**src/rtl/acq_seq_pkg.sv**
```systemverilog
package acq_seq_pkg;
  typedef enum logic {
    ACQ_AFTER  = 1'b0,
    ACQ_DURING = 1'b1
  } acq_mode_e;

  // results discarded after reset while the converter setup settles
  localparam int unsigned SKIP_RESULTS = 3;
  // launch point of an exchange in during-conversion timing
  localparam int unsigned DURING_LAUNCH = 2;
endpackage

```
**src/rtl/acq_phase_timer.sv**
```systemverilog
module acq_phase_timer
  import acq_seq_pkg::*;
#(
  parameter int unsigned CONV_CLKS = 80,
  parameter int unsigned CYC_CLKS  = 160
) (
  input  logic clk_i,
  input  logic rst_ni,
  input  logic mode_i,
  input  logic xfer_done_i,
  output logic start_o,
  output logic cnv_o
);
  localparam int unsigned CNT_W        = $clog2(CYC_CLKS);
  localparam int unsigned AFTER_LAUNCH = CONV_CLKS + 1;

  logic [CNT_W-1:0] cnt_q;
  acq_mode_e        mode_q;
  logic             cnv_q;
  logic             wrap;

  assign wrap    = (cnt_q == CNT_W'(CYC_CLKS - 1));
  assign start_o = (cnt_q == CNT_W'((mode_q == ACQ_DURING) ? DURING_LAUNCH : AFTER_LAUNCH));
  assign cnv_o   = cnv_q;

  always_ff @(posedge clk_i or negedge rst_ni) begin
    if (!rst_ni) begin
      cnt_q  <= CNT_W'(CYC_CLKS - 1);
      mode_q <= ACQ_AFTER;
      cnv_q  <= 1'b0;
    end else if (wrap) begin
      cnt_q  <= '0;
      mode_q <= acq_mode_e'(mode_i);
      cnv_q  <= 1'b1;
    end else begin
      cnt_q <= cnt_q + CNT_W'(1);
      // low one clock before each start so the next rise marks it
      if (cnt_q == CNT_W'(CYC_CLKS - 2) || start_o) cnv_q <= 1'b0;
      else if (xfer_done_i)                         cnv_q <= 1'b1;
    end
  end

  p_cnv_high_eoc_r3: assert property (@(posedge clk_i) disable iff (!rst_ni)
    (cnt_q == CNT_W'(CONV_CLKS)) |-> cnv_q);
endmodule

```
**src/rtl/acq_spi_xfer.sv**
```systemverilog
module acq_spi_xfer #(
  parameter int unsigned DATA_W  = 16,
  parameter int unsigned SCK_DIV = 2
) (
  input  logic              clk_i,
  input  logic              rst_ni,
  input  logic              start_i,
  input  logic [DATA_W-1:0] tx_i,
  input  logic              sdo_i,
  output logic              sck_o,
  output logic              din_o,
  output logic              busy_o,
  output logic              done_o,
  output logic [DATA_W-1:0] rx_o
);
  localparam int unsigned HC_W = $clog2(SCK_DIV + 1);
  localparam int unsigned EC_W = $clog2(2 * DATA_W);

  logic [HC_W-1:0]   hc_q;
  logic [EC_W-1:0]   ec_q;
  logic [DATA_W-1:0] tx_q, rx_q;
  logic              sck_q, din_q, busy_q, done_q;

  assign sck_o  = sck_q;
  assign din_o  = din_q;
  assign busy_o = busy_q;
  assign done_o = done_q;
  assign rx_o   = rx_q;

  always_ff @(posedge clk_i or negedge rst_ni) begin
    if (!rst_ni) begin
      hc_q   <= '0;
      ec_q   <= '0;
      tx_q   <= '0;
      rx_q   <= '0;
      sck_q  <= 1'b0;
      din_q  <= 1'b0;
      busy_q <= 1'b0;
      done_q <= 1'b0;
    end else begin
      done_q <= 1'b0;
      if (start_i && !busy_q) begin
        busy_q <= 1'b1;
        sck_q  <= 1'b0;
        hc_q   <= '0;
        ec_q   <= '0;
        din_q  <= tx_i[DATA_W-1];
        tx_q   <= {tx_i[DATA_W-2:0], 1'b0};
      end else if (busy_q) begin
        if (hc_q == HC_W'(SCK_DIV - 1)) begin
          hc_q <= '0;
          ec_q <= ec_q + EC_W'(1);
          if (!sck_q) begin
            sck_q <= 1'b1;
            rx_q  <= {rx_q[DATA_W-2:0], sdo_i};
          end else begin
            sck_q <= 1'b0;
            din_q <= tx_q[DATA_W-1];
            tx_q  <= {tx_q[DATA_W-2:0], 1'b0};
            if (ec_q == EC_W'(2 * DATA_W - 1)) begin
              busy_q <= 1'b0;
              done_q <= 1'b1;
            end
          end
        end else begin
          hc_q <= hc_q + HC_W'(1);
        end
      end
    end
  end

  p_din_hold_r2: assert property (@(posedge clk_i) disable iff (!rst_ni)
    sck_q |-> $stable(din_q));
endmodule

```
**src/rtl/acq_tag_pipe.sv**
```systemverilog
module acq_tag_pipe
  import acq_seq_pkg::*;
#(
  parameter int unsigned DATA_W  = 16,
  parameter int unsigned CH_W    = 3,
  parameter int unsigned SEQ_LEN = 4
) (
  input  logic                    clk_i,
  input  logic                    rst_ni,
  input  logic [SEQ_LEN*CH_W-1:0] seq_i,
  input  logic                    start_i,
  input  logic                    done_i,
  input  logic [DATA_W-1:0]       rx_i,
  output logic [CH_W-1:0]         cur_chan_o,
  output logic                    res_valid_o,
  output logic [DATA_W-1:0]       res_data_o,
  output logic [CH_W-1:0]         res_chan_o
);
  localparam int unsigned IDX_W  = (SEQ_LEN > 1) ? $clog2(SEQ_LEN) : 1;
  localparam int unsigned SKIP_W = $clog2(SKIP_RESULTS + 1);

  logic [IDX_W-1:0]  idx_q;
  logic [CH_W-1:0]   sent_q, hist1_q, hist2_q;
  logic [SKIP_W-1:0] seen_q;
  logic [CH_W-1:0]   seq_arr [SEQ_LEN];

  for (genvar e = 0; e < SEQ_LEN; e++) begin : g_seq
    assign seq_arr[e] = seq_i[e*CH_W +: CH_W];
  end

  assign cur_chan_o = seq_arr[idx_q];

  always_ff @(posedge clk_i or negedge rst_ni) begin
    if (!rst_ni) begin
      idx_q       <= '0;
      sent_q      <= '0;
      hist1_q     <= '0;
      hist2_q     <= '0;
      seen_q      <= '0;
      res_valid_o <= 1'b0;
      res_data_o  <= '0;
      res_chan_o  <= '0;
    end else begin
      res_valid_o <= 1'b0;
      if (start_i) begin
        sent_q  <= cur_chan_o;
        hist1_q <= sent_q;
        hist2_q <= hist1_q;
        idx_q   <= (idx_q == IDX_W'(SEQ_LEN - 1)) ? '0 : idx_q + IDX_W'(1);
      end
      if (done_i) begin
        if (seen_q == SKIP_W'(SKIP_RESULTS)) begin
          res_valid_o <= 1'b1;
          res_data_o  <= rx_i;
          res_chan_o  <= hist2_q;
        end else begin
          seen_q <= seen_q + SKIP_W'(1);
        end
      end
    end
  end

  p_valid_pulse_r9: assert property (@(posedge clk_i) disable iff (!rst_ni)
    res_valid_o |=> !res_valid_o);
endmodule

```
**src/rtl/adc_acq_seq.sv**
```systemverilog
module adc_acq_seq
  import acq_seq_pkg::*;
#(
  parameter int unsigned DATA_W    = 16,
  parameter int unsigned CH_W      = 3,
  parameter int unsigned SEQ_LEN   = 4,
  parameter int unsigned SCK_DIV   = 2,
  parameter int unsigned CONV_CLKS = 80,
  parameter int unsigned CYC_CLKS  = 160,
  parameter int unsigned CFG_TAIL  = 'hC91
) (
  input  logic                    clk_i,
  input  logic                    rst_ni,
  input  logic                    mode_i,
  input  logic [SEQ_LEN*CH_W-1:0] seq_i,
  output logic                    cnv_o,
  output logic                    sck_o,
  output logic                    din_o,
  input  logic                    sdo_i,
  output logic                    res_valid_o,
  output logic [DATA_W-1:0]       res_data_o,
  output logic [CH_W-1:0]         res_chan_o
);
  localparam int unsigned TAIL_W = DATA_W - 1 - CH_W;

  logic              start, busy, done;
  logic [DATA_W-1:0] rx_word, tx_word;
  logic [CH_W-1:0]   cur_chan;

  assign tx_word = {1'b1, cur_chan, TAIL_W'(CFG_TAIL)};

  acq_phase_timer #(.CONV_CLKS(CONV_CLKS), .CYC_CLKS(CYC_CLKS)) u_timer (
    .clk_i, .rst_ni, .mode_i,
    .xfer_done_i (done),
    .start_o     (start),
    .cnv_o
  );

  acq_spi_xfer #(.DATA_W(DATA_W), .SCK_DIV(SCK_DIV)) u_xfer (
    .clk_i, .rst_ni,
    .start_i (start),
    .tx_i    (tx_word),
    .sdo_i,
    .sck_o, .din_o,
    .busy_o  (busy),
    .done_o  (done),
    .rx_o    (rx_word)
  );

  acq_tag_pipe #(.DATA_W(DATA_W), .CH_W(CH_W), .SEQ_LEN(SEQ_LEN)) u_tags (
    .clk_i, .rst_ni, .seq_i,
    .start_i    (start),
    .done_i     (done),
    .rx_i       (rx_word),
    .cur_chan_o (cur_chan),
    .res_valid_o, .res_data_o, .res_chan_o
  );

  p_sck_low_cnv_r1: assert property (@(posedge clk_i) disable iff (!rst_ni)
    cnv_o |-> !sck_o);
  p_start_idle_r4: assert property (@(posedge clk_i) disable iff (!rst_ni)
    start |-> !busy);
  p_valid_after_done_r8: assert property (@(posedge clk_i) disable iff (!rst_ni)
    res_valid_o |-> $past(done));
endmodule

```
**config.mk**
```make
export PLATFORM = sky130hd
export DESIGN_NAME = adc_acq_seq
export DESIGN_NICKNAME = d
export VERILOG_FILES = /design/src/rtl/acq_seq_pkg.sv /design/src/rtl/acq_phase_timer.sv /design/src/rtl/acq_spi_xfer.sv /design/src/rtl/acq_tag_pipe.sv /design/src/rtl/adc_acq_seq.sv
export SDC_FILE = /design/constraint.sdc
export NUM_CORES = 1
export LEC_CHECK = 0
export BUFFER_PORTS_ARGS = -buffer_cell sky130_fd_sc_hd__buf_4
export CORE_UTILIZATION = 58
export CTS_CLUSTER_SIZE = 20
export DETAILED_ROUTE_END_ITERATION = 12
export GPL_TIMING_DRIVEN = 0
export PLACE_DENSITY_LB_ADDON = 0.08
export SLEW_MARGIN = 0
export SYNTH_ARGS = -nofsm -noshare
export SYNTH_HDL_FRONTEND = slang
export SYNTH_SLANG_ARGS = --single-unit
export TNS_END_PERCENT = 100
```
**constraint.sdc**
```tcl
create_clock -name clk_i -period 3 [get_ports clk_i]
set_clock_uncertainty 0.15 [all_clocks]
set_input_delay 0.3 -clock clk_i [delete_from_list [all_inputs] [get_ports clk_i]]
set_output_delay 0.3 -clock clk_i [all_outputs]
set_load 0.02 [all_outputs]
```
[After elaboration in Yosys (flattened, before gate mapping)]
Index checks and enable logic that the tools add are counted.
Storage, ports and cells
  bits in registers: 86
  latch bits: 0
  bits in writable memories: 0
  bits in read-only memories: 0
  bits of input ports: 16
  output and inout port bits: 23
  word-level logic and storage cells: 87
  memories kept: 0
Cells by class
  add/sub/neg operators: 5
  multipliers: 0
  div/mod/pow operators: 0
  magnitude comparators: 1
  eq/ne operators: 7
  shift-type cells: 0
  multiplexer cells: 39
  bitwise operators: 4
  reduce and logical (&&, ||, !) cells: 12
Operators with widths (number)
  two-way mux 16 bit: 4
  two-way mux 1 bit: 23
  == test 8 bit, second input constant: 2
  two-way mux 5 bit: 3
  adder 8 x 1 -> 8 bit, second input constant: 1
  == test 8 bit: 1
  two-way mux 2 bit: 4
  two-way mux 8 bit: 1
  two-way mux 7 bit: 1
  adder 2 x 1 -> 2 bit, second input constant: 3
  binary-select mux 3 bit (select 2 bit): 1
  two-way mux 3 bit: 2
  AND reduction 2 bit: 3
  nonzero test 2 bit: 3
  adder 5 x 1 -> 5 bit, second input constant: 1
  == test 5 bit, second input constant: 1
  == test 2 bit, second input constant: 2
  AND reduction 4 bit: 1
  >= comparator 3 bit, second input constant: 1
  NOT 1 bit: 3
  NOT 2 -> 3 bit: 1
  AND reduction 3 bit: 1
  nonzero test 3 bit: 1
  == test 2 x 1 -> 1 bit, second input constant: 1
  3 further kinds: 3

[Depth between registers and ports, before layout]
Gate-level depths: netlist (run 1).
  depth after elaboration: 6
  depth in mapped cells: 6
  mapped depth without buffers: 5

[Cells and area by module]
A second synthesis (run 1) with hierarchy kept.
Second synthesis, totals
  cells, all modules: 284
  area total of the unflattened synthesis: 3749.8 um^2
By module, submodules not included
  acq_spi_xfer: times used 1, cells an instance 145, area each 1789.2 um^2, seq. area each 1051.0 um^2
  acq_tag_pipe: times used 1, cells an instance 90, area each 1441.4 um^2, seq. area each 825.8 um^2
  acq_phase_timer: times used 1, cells an instance 47, area each 511.7 um^2, seq. area each 257.7 um^2
  adc_acq_seq: times used 1, cells an instance 2, area each 7.5 um^2, seq. area each 0.0 um^2

[Worst setup path before layout (run 1)]
Ideal clock, no wire load.
  path kind: register -> register
  start: register u_timer.cnt_q[4]
  end: register u_xfer.tx_q[13]
  setup time: 125 ps
  arrival: 1782 ps
  required time: 2725 ps
  path slack: 943 ps
  stages on the path, launching flop included: 7
  path buffers: 2
  period minus slack after synthesis: 2057 ps
  cell sequence: dfstp_2 buf_2 nor4bb_1 mux2i_1 or3_4 buf_6 mux2_4
On the way
  longest elaborated chain between the ends: 4
  elaborated cells on any way between the ends: 7
  those cells by class: 1 x eq/ne; 1 x mux; 5 x reduce/logical
Ends and longest elaborated chain
  start, declared: RTL line acq_phase_timer.sv:17  | logic [CNT_W-1:0] cnt_q;
  start signal, assigned: RTL line acq_phase_timer.sv:28  | cnt_q <= CNT_W'(CYC_CLKS - 1);
  start signal, assigned: RTL line acq_phase_timer.sv:36  | cnt_q <= cnt_q + CNT_W'(1);
  == test 8 bit (*): RTL line acq_phase_timer.sv:23  | assign start_o = (cnt_q == CNT_W'((mode_q == ACQ_DURING) ? DURING_LAUNCH : AFTER_LAUNCH));
  logical AND 1 bit (*): RTL line acq_spi_xfer.sv:42  | if (start_i && !busy_q) begin
  nonzero test 2 bit (no line)
  AND reduction 3 bit (no line)
  end signal, assigned: RTL line acq_spi_xfer.sv:48  | tx_q <= {tx_i[DATA_W-2:0], 1'b0};
  end signal, assigned: RTL line acq_spi_xfer.sv:59  | tx_q <= {tx_q[DATA_W-2:0], 1'b0};
  end, declared: RTL line acq_spi_xfer.sv:21  | logic [DATA_W-1:0] tx_q, rx_q;
Every way passes the cells marked *; elsewhere a longest branch is shown, timed or not.
A chain may end at the register's enable or synchronous reset.

[Worst setup path in the final report (run 1)]
  start: register u_timer.cnt_q[4]
  end: register u_tags.idx_q[0]
On the way
  longest elaborated chain between the ends: 1
Ends and longest elaborated chain
  == test 8 bit: RTL line acq_phase_timer.sv:23
  end signal, assigned: RTL line acq_tag_pipe.sv:49  | idx_q <= (idx_q == IDX_W'(SEQ_LEN - 1)) ? '0 : idx_q + IDX_W'(1);
  end, declared: RTL line acq_tag_pipe.sv:22  | logic [IDX_W-1:0] idx_q;
Every way passes these cells.

==> impl_metrics.py, run 1 <==
metrics = {
    "yosys": {
        "yosys_warnings": 0,
        "synth_cell_types": 41,
        "post_synth_instance_area_mm2": 0.00357,
        "ys_seq_elements": 85,
        "synth.avg_cell_area_um2": 13.3,
        "synth.yosys.seq_area_share_pct": 59.8,
        "synthCells": 268,
        "mappedNetlistNets": 290,
    },
    "finish": {
        "filler_cell_count": 431,
        "multi_input_area_mm2": 0.00136,
        "antenna_cells_inserted": 0,
        "final_net_count": 339,
        "register_area_mm2": 0.00213,
        "synthToLayoutAreaGrowth_pct": 17.6,
        "final_cell_area_mm2": 0.00420,
        "final_standard_cell_utilization_of_the_core_pct": 70.9,
        "layout-drive-gt1-share_pct": 39.8,
    },
    "drt": {
        "first_pass_iters": 4,
        "detail_route.wl_per_cell_um": 14.6,
        "post-route-drc-count": 0,
        "drtAntennaViolNets": 0,
        "route.vias.total": 2174,
        "detail_routed_via_count_per_cell": 5.48,
        "first_iter_violations": 66,
        "wirelength_mm": 5.79,
    },
    "floorplanning": {
        "io-pin-count": 39,
        "placementRows": 28,
        "chipWidth_um": 80.4,
        "die_area_mm2": 0.00647,
        "floorplan.core_area_mm2": 0.00592,
        "initial_utilization_pct": 60.3,
        "dieHeight_um": 80.4,
    },
    "sta": {
        "max_freq_mhz": 436,
        "transition_time_at_the_pin_with_the_least_slew_margin_ns": 1.04,
        "timing.max_slew.rel_slack_pct": 30.6,
        "final_period_minus_worst_setup_slack_ns": 2.29,
        "rsz0062_at_grt": "no",
        "holdWs_ns": -0.0249,
        "finalSetupViolCount": 0,
        "accumulated_negative_setup_slack_ns": 0,
        "drv_slew": 0,
        "min_period_over_period_pct": 76.5,
        "final-hold-violation-count": 6,
    },
    "critical_path": {
        "timing.critical_path.fanout_max": 10,
        "max_stage_delay_ns": 0.53,
        "worstPathRequired_ns": 3.08,
        "worst-r2r-cell-count": 6,
        "worstSetupEndpointType": "flip-flop",
        "rr_endpoint": "u_tags.idx_q[0]",
        "critical-path-slowest-cell": "sky130_fd_sc_hd__dfstp_2",
        "path_cells": "buf_2 > nor4bb_1 > mux2i_1 > nor2_1 > buf_4 > mux2_2",
        "reg2reg_slack_ns": 0.71,
        "cp.arrival_ns": 2.37,
        "worst_r2r_startpoint": "u_timer.cnt_q[4]",
        "timing.setup.critical_path_class": "reg2reg",
        "worstSetupStartpoint": "u_timer.cnt_q[4]",
        "critical_path.startpoint_type": "flip-flop",
    },
    "clock_tree": {
        "cts_tree": "done",
        "cts.repair.resized": 0,
        "cts-hold-fix-buffers": 0,
        "post-cts-setup-buffer-count": 0,
        "cts.htree.levels": 3,
        "total_cts_buffers": 9,
        "clk_root_buffer_cell": "sky130_fd_sc_hd__clkbuf_8",
        "worstSkewPairLatency_ns": 0.34,
        "worst_setup_hold_path_clk_slew_ns": 0.09,
        "cts.path.max_buffers": 2,
        "clock_sink_count": 85,
    },
    "grt": {
        "grt_overflow_total": 0,
        "track_usage_pct": 20.4,
        "grt_pass1_vias": 2072,
        "grt_start_max_net_pins": 86,
        "grt_antenna_before_repair": 0,
        "first_pass_grt_wire_length_mm": 9.93,
    },
    "outcome": {
        "outcome": "complete, but fails checks",
        "failed_checks": "hold timing",
    },
    "power": {
        "switching_power_mw": 0.425,
        "fraction_of_power_consumed_by_combinational_cells_pct": 2.0,
        "leakage_nw": 2.15,
        "power.share.sequential_pct": 52.9,
        "internal-power_mw": 1.75,
        "clock_power_share_pct": 45.1,
        "switching_share_of_power_pct": 19.6,
        "max-vdd-ir-drop_mv": 0.284,
        "pwr_density_cell_mw_per_mm2": 517,
    },
    "flow_run": {
        "max-cap-violations": 0,
    },
    "placement": {
        "placement.cell_area_mm2": 0.00395,
        "hpwl_after_detailed_placement_mm": 3.75,
        "port_buffers": 38,
        "place.gp.congestion": 0.794,
    },
    "min_path": {
        "holdCritPathClass": "in2async",
    },
}
power by group through the flow:
stage	sequential (mW)	combinational [mW]	clock [mW]
floorplan	1.17	0.00810	0
global placement	1.17	0.0454	0
detailed placement	1.17	0.0464	0
CTS	1.15	0.0462	1.00
global route	1.15	0.0506	1.04
finish	1.15	0.0441	0.978
metal layers:
layer	routed length [um]	GRT usage, %	vias up
met4	98	8.57	0
met1	2900	29.6	1081
met3	179	3.86	9
met2	2620	30.1	41
met5	0	0	-
li1	-	-	1043
critical path: cells and delay by family, from the launching register on:
| kind | cells | cell delay (ns) |
|---|---|---|
| buf+inv | 2 | 0.42 |
| simple gates | 2 | 0.55 |
| flops | 1 | 0.53 |
| mux | 2 | 0.53 |
placed cells by master, fill, tap and decap left out, types with 2 or more instances in the layout:
| master | instances |
|---|---|
| sky130_fd_sc_hd__nor2b_1 | 3 |
| sky130_fd_sc_hd__mux4_1 | 2 |
| sky130_fd_sc_hd__inv_1 | 3 |
| sky130_fd_sc_hd__and3_1 | 3 |
| sky130_fd_sc_hd__clkbuf_1 | 8 |
| sky130_fd_sc_hd__a21oi_1 | 8 |
| sky130_fd_sc_hd__xnor2_1 | 2 |
| sky130_fd_sc_hd__clkbuf_8 | 10 |
| sky130_fd_sc_hd__ha_1 | 6 |
| sky130_fd_sc_hd__mux2_4 | 3 |
| sky130_fd_sc_hd__nor2_1 | 9 |
| sky130_fd_sc_hd__mux2_2 | 51 |
| sky130_fd_sc_hd__clkinv_4 | 2 |
| sky130_fd_sc_hd__buf_4 | 39 |
| sky130_fd_sc_hd__o22ai_1 | 2 |
| sky130_fd_sc_hd__o21ai_0 | 6 |
| sky130_fd_sc_hd__bufinv_16 | 3 |
| sky130_fd_sc_hd__xor2_1 | 5 |
| sky130_fd_sc_hd__dfstp_2 | 6 |
| sky130_fd_sc_hd__nand3_1 | 22 |
| sky130_fd_sc_hd__buf_2 | 3 |
| sky130_fd_sc_hd__mux2i_1 | 2 |
| sky130_fd_sc_hd__nand2_1 | 24 |
| sky130_fd_sc_hd__dfrtp_1 | 79 |
| sky130_fd_sc_hd__nor3_1 | 2 |
flip-flops by register name (all words and copies together) (netlist names), 2 cells and up:
name,cells
u_timer.cnt_q,8
u_tags.res_data_o,16
u_xfer.hc_q,2
u_tags.idx_q,2
u_tags.sent_q,3
u_tags.hist1_q,3
u_tags.hist2_q,3
u_xfer.ec_q,5
u_tags.seen_q,2
u_xfer.tx_q,15
u_xfer.rx_o,16
u_tags.res_chan_o,3
kinds of logic (layout without fill, tap and decap cells):
group / after synthesis / in the layout / share of synthesized area (%)
flip-flops: 85 / 85 / 59.8
AND/OR/NAND/NOR: 75 / 75 / 10.9
multiplexers: 59 / 59 / 20.0
AO/OA/AOI/OAI: 20 / 20 / 3.37
buffers and inverters: 16 / 70 / 2.10
XOR/XNOR: 7 / 7 / 1.72
adder cells (fa/ha/maj): 6 / 6 / 2.10
final cells by class:
cell class,instances,area share [%]
Tap cell,75,2.24
Buffer,13,1.52
Clock inverter,5,2.56
Multi-Input combinational cell,167,32.4
Timing Repair Buffer,38,6.80
Inverter,3,0.268
Clock buffer,11,3.37
Sequential cell,85,50.9
metrics by stage:
step                cells  worst slack [ns]  hold WS, ns  power, mW
floorplan             268             0.943       -0.146       1.18
global placement      381             0.738        0.312       1.22
detailed placement    381             0.716        0.317       1.22
CTS                   397             0.686       0.0180       2.19
global route          397             0.481       0.0204       2.24
finish                397             0.706      -0.0249       2.17
worst max-delay path by stage:
stage | endpoint | slack [ns] | cells past startpoint
global route | u_tags.idx_q[0] | 0.48 | 6
finish | u_tags.idx_q[0] | 0.71 | 6
floorplan | u_xfer.tx_q[13] | 0.94 | 6
global placement | u_tags.hist1_q[0] | 0.74 | 6
detailed placement | u_tags.hist1_q[1] | 0.72 | 6
CTS | u_tags.hist1_q[1] | 0.69 | 6
synth_stat cells, drive strengths merged:
cell type	n	area [um^2]
ha	6	75.1
inv	3	11.3
mux2	54	619
nor2	10	45.0
nand4	1	6.26
and4	1	8.76
and4bb	1	12.5
a311o	1	11.3
xor2	5	43.8
nand3	22	110
mux4	3	75.1
xnor2	2	17.5
nor4bb	1	10.0
or2	1	6.26
clkbuf	7	26.3
or4	1	11.3
buf	6	37.5
and3	4	26.3
o22ai	2	12.5
a41oi	1	8.76
and3b	1	8.76
nand2b	1	6.26
nand2	25	96.4
o31ai	1	7.51
nor2b	3	18.8
mux2i	2	20.0
o21ai	6	30.0
dfrtp	79	1980
dfstp	6	158
or3	1	11.3
nor3	2	10.0
o21ba	1	10.0
a21oi	8	40.0
No activity file was read; power rests on OpenSTA's default activity.
==> inputs of run 2 (changes only) <==
CORE_UTILIZATION = 52   (was 58)
clock period = 2.03 ns   (was 3 ns; I/O delays follow)
==> run 2 against run 1 <==
The run ends with DRC, setup timing left. Routed wire length up 2.8%. Utilization decreased by 4.9 points. Clock power up 22%. Count of clock-buffer cells in the layout decreased by 1. Cell area grew 2.1%. Final cell count is 2.8% higher. Critical endpoint is now u_xfer.tx_q[14]. Largest power group unchanged. Highest routed layer unchanged.
==> impl_metrics.py, run 2 (same netlist as run 1, synthesis figures left out) <==
metrics = {
    "clock_tree": {
        "cts_tree": "done",
        "total_cts_buffers": 9,
        "clk_root_buffer_cell": "sky130_fd_sc_hd__clkbuf_8",
        "worst_setup_hold_path_clk_slew_ns": 0.09,
        "clock_sink_count": 85,
        "cts.path.max_buffers": 2,
        "cts.htree.levels": 3,
        "worstSkewPairLatency_ns": 0.35,
    },
    "power": {
        "clock_power_share_pct": 40.3,
        "p_total_mw": 2.96,
        "fraction_of_power_consumed_by_combinational_cells_pct": 2.4,
        "power.share.sequential_pct": 57.3,
        "max-vdd-ir-drop_mv": 0.417,
        "leakage_nw": 2.17,
        "pwr_density_cell_mw_per_mm2": 691,
        "switching_power_mw": 0.654,
        "internal-power_mw": 2.31,
        "switching_share_of_power_pct": 22.1,
    },
    "critical_path": {
        "reg2reg_slack_ns": -0.007,
        "worstSetupEndpointType": "flip-flop",
        "worstPathRequired_ns": 2.11,
        "timing.critical_path.fanout_max": 6,
        "path_cells": "or4_4 > or3_4 > buf_8 > mux2_4",
        "rr_endpoint": "u_xfer.tx_q[14]",
        "critical-path-slowest-cell": "sky130_fd_sc_hd__or4_4",
        "critical_path.startpoint_type": "flip-flop",
        "cp.arrival_ns": 2.12,
        "worst-r2r-cell-count": 4,
        "worst_r2r_startpoint": "u_timer.cnt_q[7]",
        "max_stage_delay_ns": 0.55,
        "timing.setup.critical_path_class": "reg2reg",
    },
    "min_path": {
        "min_delay_worst_endpoint": "u_xfer.tx_q[13]",
        "holdCritPathClass": "in2reg",
        "timing.hold.worst.start": "seq_i[0]",
        "hold_path_depth": 3,
    },
    "grt": {
        "track_usage_pct": 18.7,
        "grt_start_max_net_pins": 86,
        "first_pass_grt_wire_length_mm": 10.5,
        "grt_overflow_total": 0,
        "grt_antenna_before_repair": 0,
        "grt_pass1_vias": 2225,
    },
    "finish": {
        "final_cell_area_mm2": 0.00429,
        "final_net_count": 348,
        "synthToLayoutAreaGrowth_pct": 20.1,
        "layout.cells.most_common": "sky130_fd_sc_hd__dfrtp_1",
        "antenna_cells_inserted": 0,
        "mostFrequentLayoutCells": "sky130_fd_sc_hd__dfrtp_1, sky130_fd_sc_hd__mux2_2, sky130_fd_sc_hd__buf_4, sky130_fd_sc_hd__nand2_1, sky130_fd_sc_hd__nand3_1",
        "layout-drive-gt1-share_pct": 43.2,
        "final_non_filler_cells": 408,
    },
    "placement": {
        "place.gp.congestion": 0.771,
        "port_buffers": 38,
        "hpwl_after_detailed_placement_mm": 3.80,
        "placement.cell_area_mm2": 0.00395,
        "place.detailed.instances": 383,
    },
    "outcome": {
        "failed_checks": "DRC, setup timing",
        "outcome": "complete, but fails checks",
    },
    "drt": {
        "route.vias.total": 2229,
        "first_pass_iters": 10,
        "met3_length_um": 272,
        "m1WireLength_mm": 3.01,
        "first_iter_violations": 137,
        "detail_routed_via_count_per_cell": 5.46,
        "highest_routing_layer_actually_used": "met4",
        "detail_route.wl_per_cell_um": 14.6,
        "drtAntennaViolNets": 0,
        "wirelength_mm": 5.96,
        "post-route-drc-count": 4,
        "wl_met2_mm": 2.59,
    },
    "sta": {
        "final_period_minus_worst_setup_slack_ns": 2.04,
        "rsz0062_at_grt": "yes",
        "max_freq_mhz": 491,
        "setup_slack_ns": -0.00701,
        "drv_slew": 0,
        "timing.max_slew.rel_slack_pct": 30.3,
        "final-hold-violation-count": 0,
        "transition_time_at_the_pin_with_the_least_slew_margin_ns": 1.05,
        "min_period_over_period_pct": 100,
        "finalSetupViolCount": 3,
    },
    "floorplanning": {
        "initial_utilization_pct": 54.9,
        "placementRows": 29,
        "io-pin-count": 39,
        "floorplan.core_area_mm2": 0.00649,
        "dieHeight_um": 84.8,
        "chipWidth_um": 84.8,
        "die_area_mm2": 0.00720,
    },
    "flow_run": {
        "max-cap-violations": 0,
    },
}
## run 2: how the worst max path moves through the flow
stage                                 from                end  depth (start not counted)
after floorplan           u_timer.cnt_q[4]  u_tags.hist1_q[0]                          6
after global placement    u_timer.cnt_q[4]  u_tags.hist2_q[0]                          6
after detailed placement  u_timer.cnt_q[4]   u_tags.sent_q[0]                          6
after CTS                 u_timer.cnt_q[4]    u_xfer.tx_q[13]                          5
after global routing      u_timer.cnt_q[7]    u_xfer.tx_q[14]                          4
final                     u_timer.cnt_q[7]    u_xfer.tx_q[14]                          4
## run 2: power by group through the flow
stage	Clock [mW]	Sequential [mW]	Combinational, mW
final	1.19	1.70	0.0701
after detailed placement	0	1.73	0.0690
after CTS	1.24	1.70	0.0739
after floorplan	0	1.73	0.0120
after global placement	0	1.73	0.0682
after global routing	1.32	1.70	0.0808
## run 2: final cells by class
class	instances	area (um^2)
Fill cell	514	2210
Sequential cell	85	2140
Multi-Input combinational cell	167	1390
Timing Repair Buffer	49	383
Clock buffer	10	128
Tap cell	77	96.3
Clock inverter	6	71.3
Buffer	11	66.3
Inverter	3	11.3
## run 2: worst max-delay path: cells and delay by family, from the launching register on
family | cells | cell delay, ns
buffers and inverters | 1 | 0.14
and+or+nand+nor | 2 | 0.94
DFF | 1 | 0.40
muxes | 1 | 0.28
## run 2: timing repair
| action | CTS | global route |
|---|---|---|
| hold buffers | 3 | 0 |
| setup endpoints to repair | 25 | 40 |
| setup buffers | 4 | 3 |
| endpoints found under the hold margin | 81 | 0 |
| gates resized for setup | 4 | 13 |
| cloned | 0 | 1 |
| pin swaps | 3 | 2 |
## run 2: through the flow
stage,TNS (ns),setup WS (ns),hold WS [ns],util (%)
global placement,-3.15,-0.209,0.286,60.9
floorplan,0,0.0352,-0.243,-
finish,-0.0128,-0.00701,0.195,66.0
CTS,0,0.00411,0.181,64.9
detailed placement,-3.46,-0.228,0.295,60.9
global route,-0.201,-0.0430,0.183,66.0
## run 2: routing by layer
layer	track usage, %	up-vias
li1	-	1063
met4	6.93	0
met2	27.7	49
met1	27.0	1110
met5	0	-
met3	4.57	7
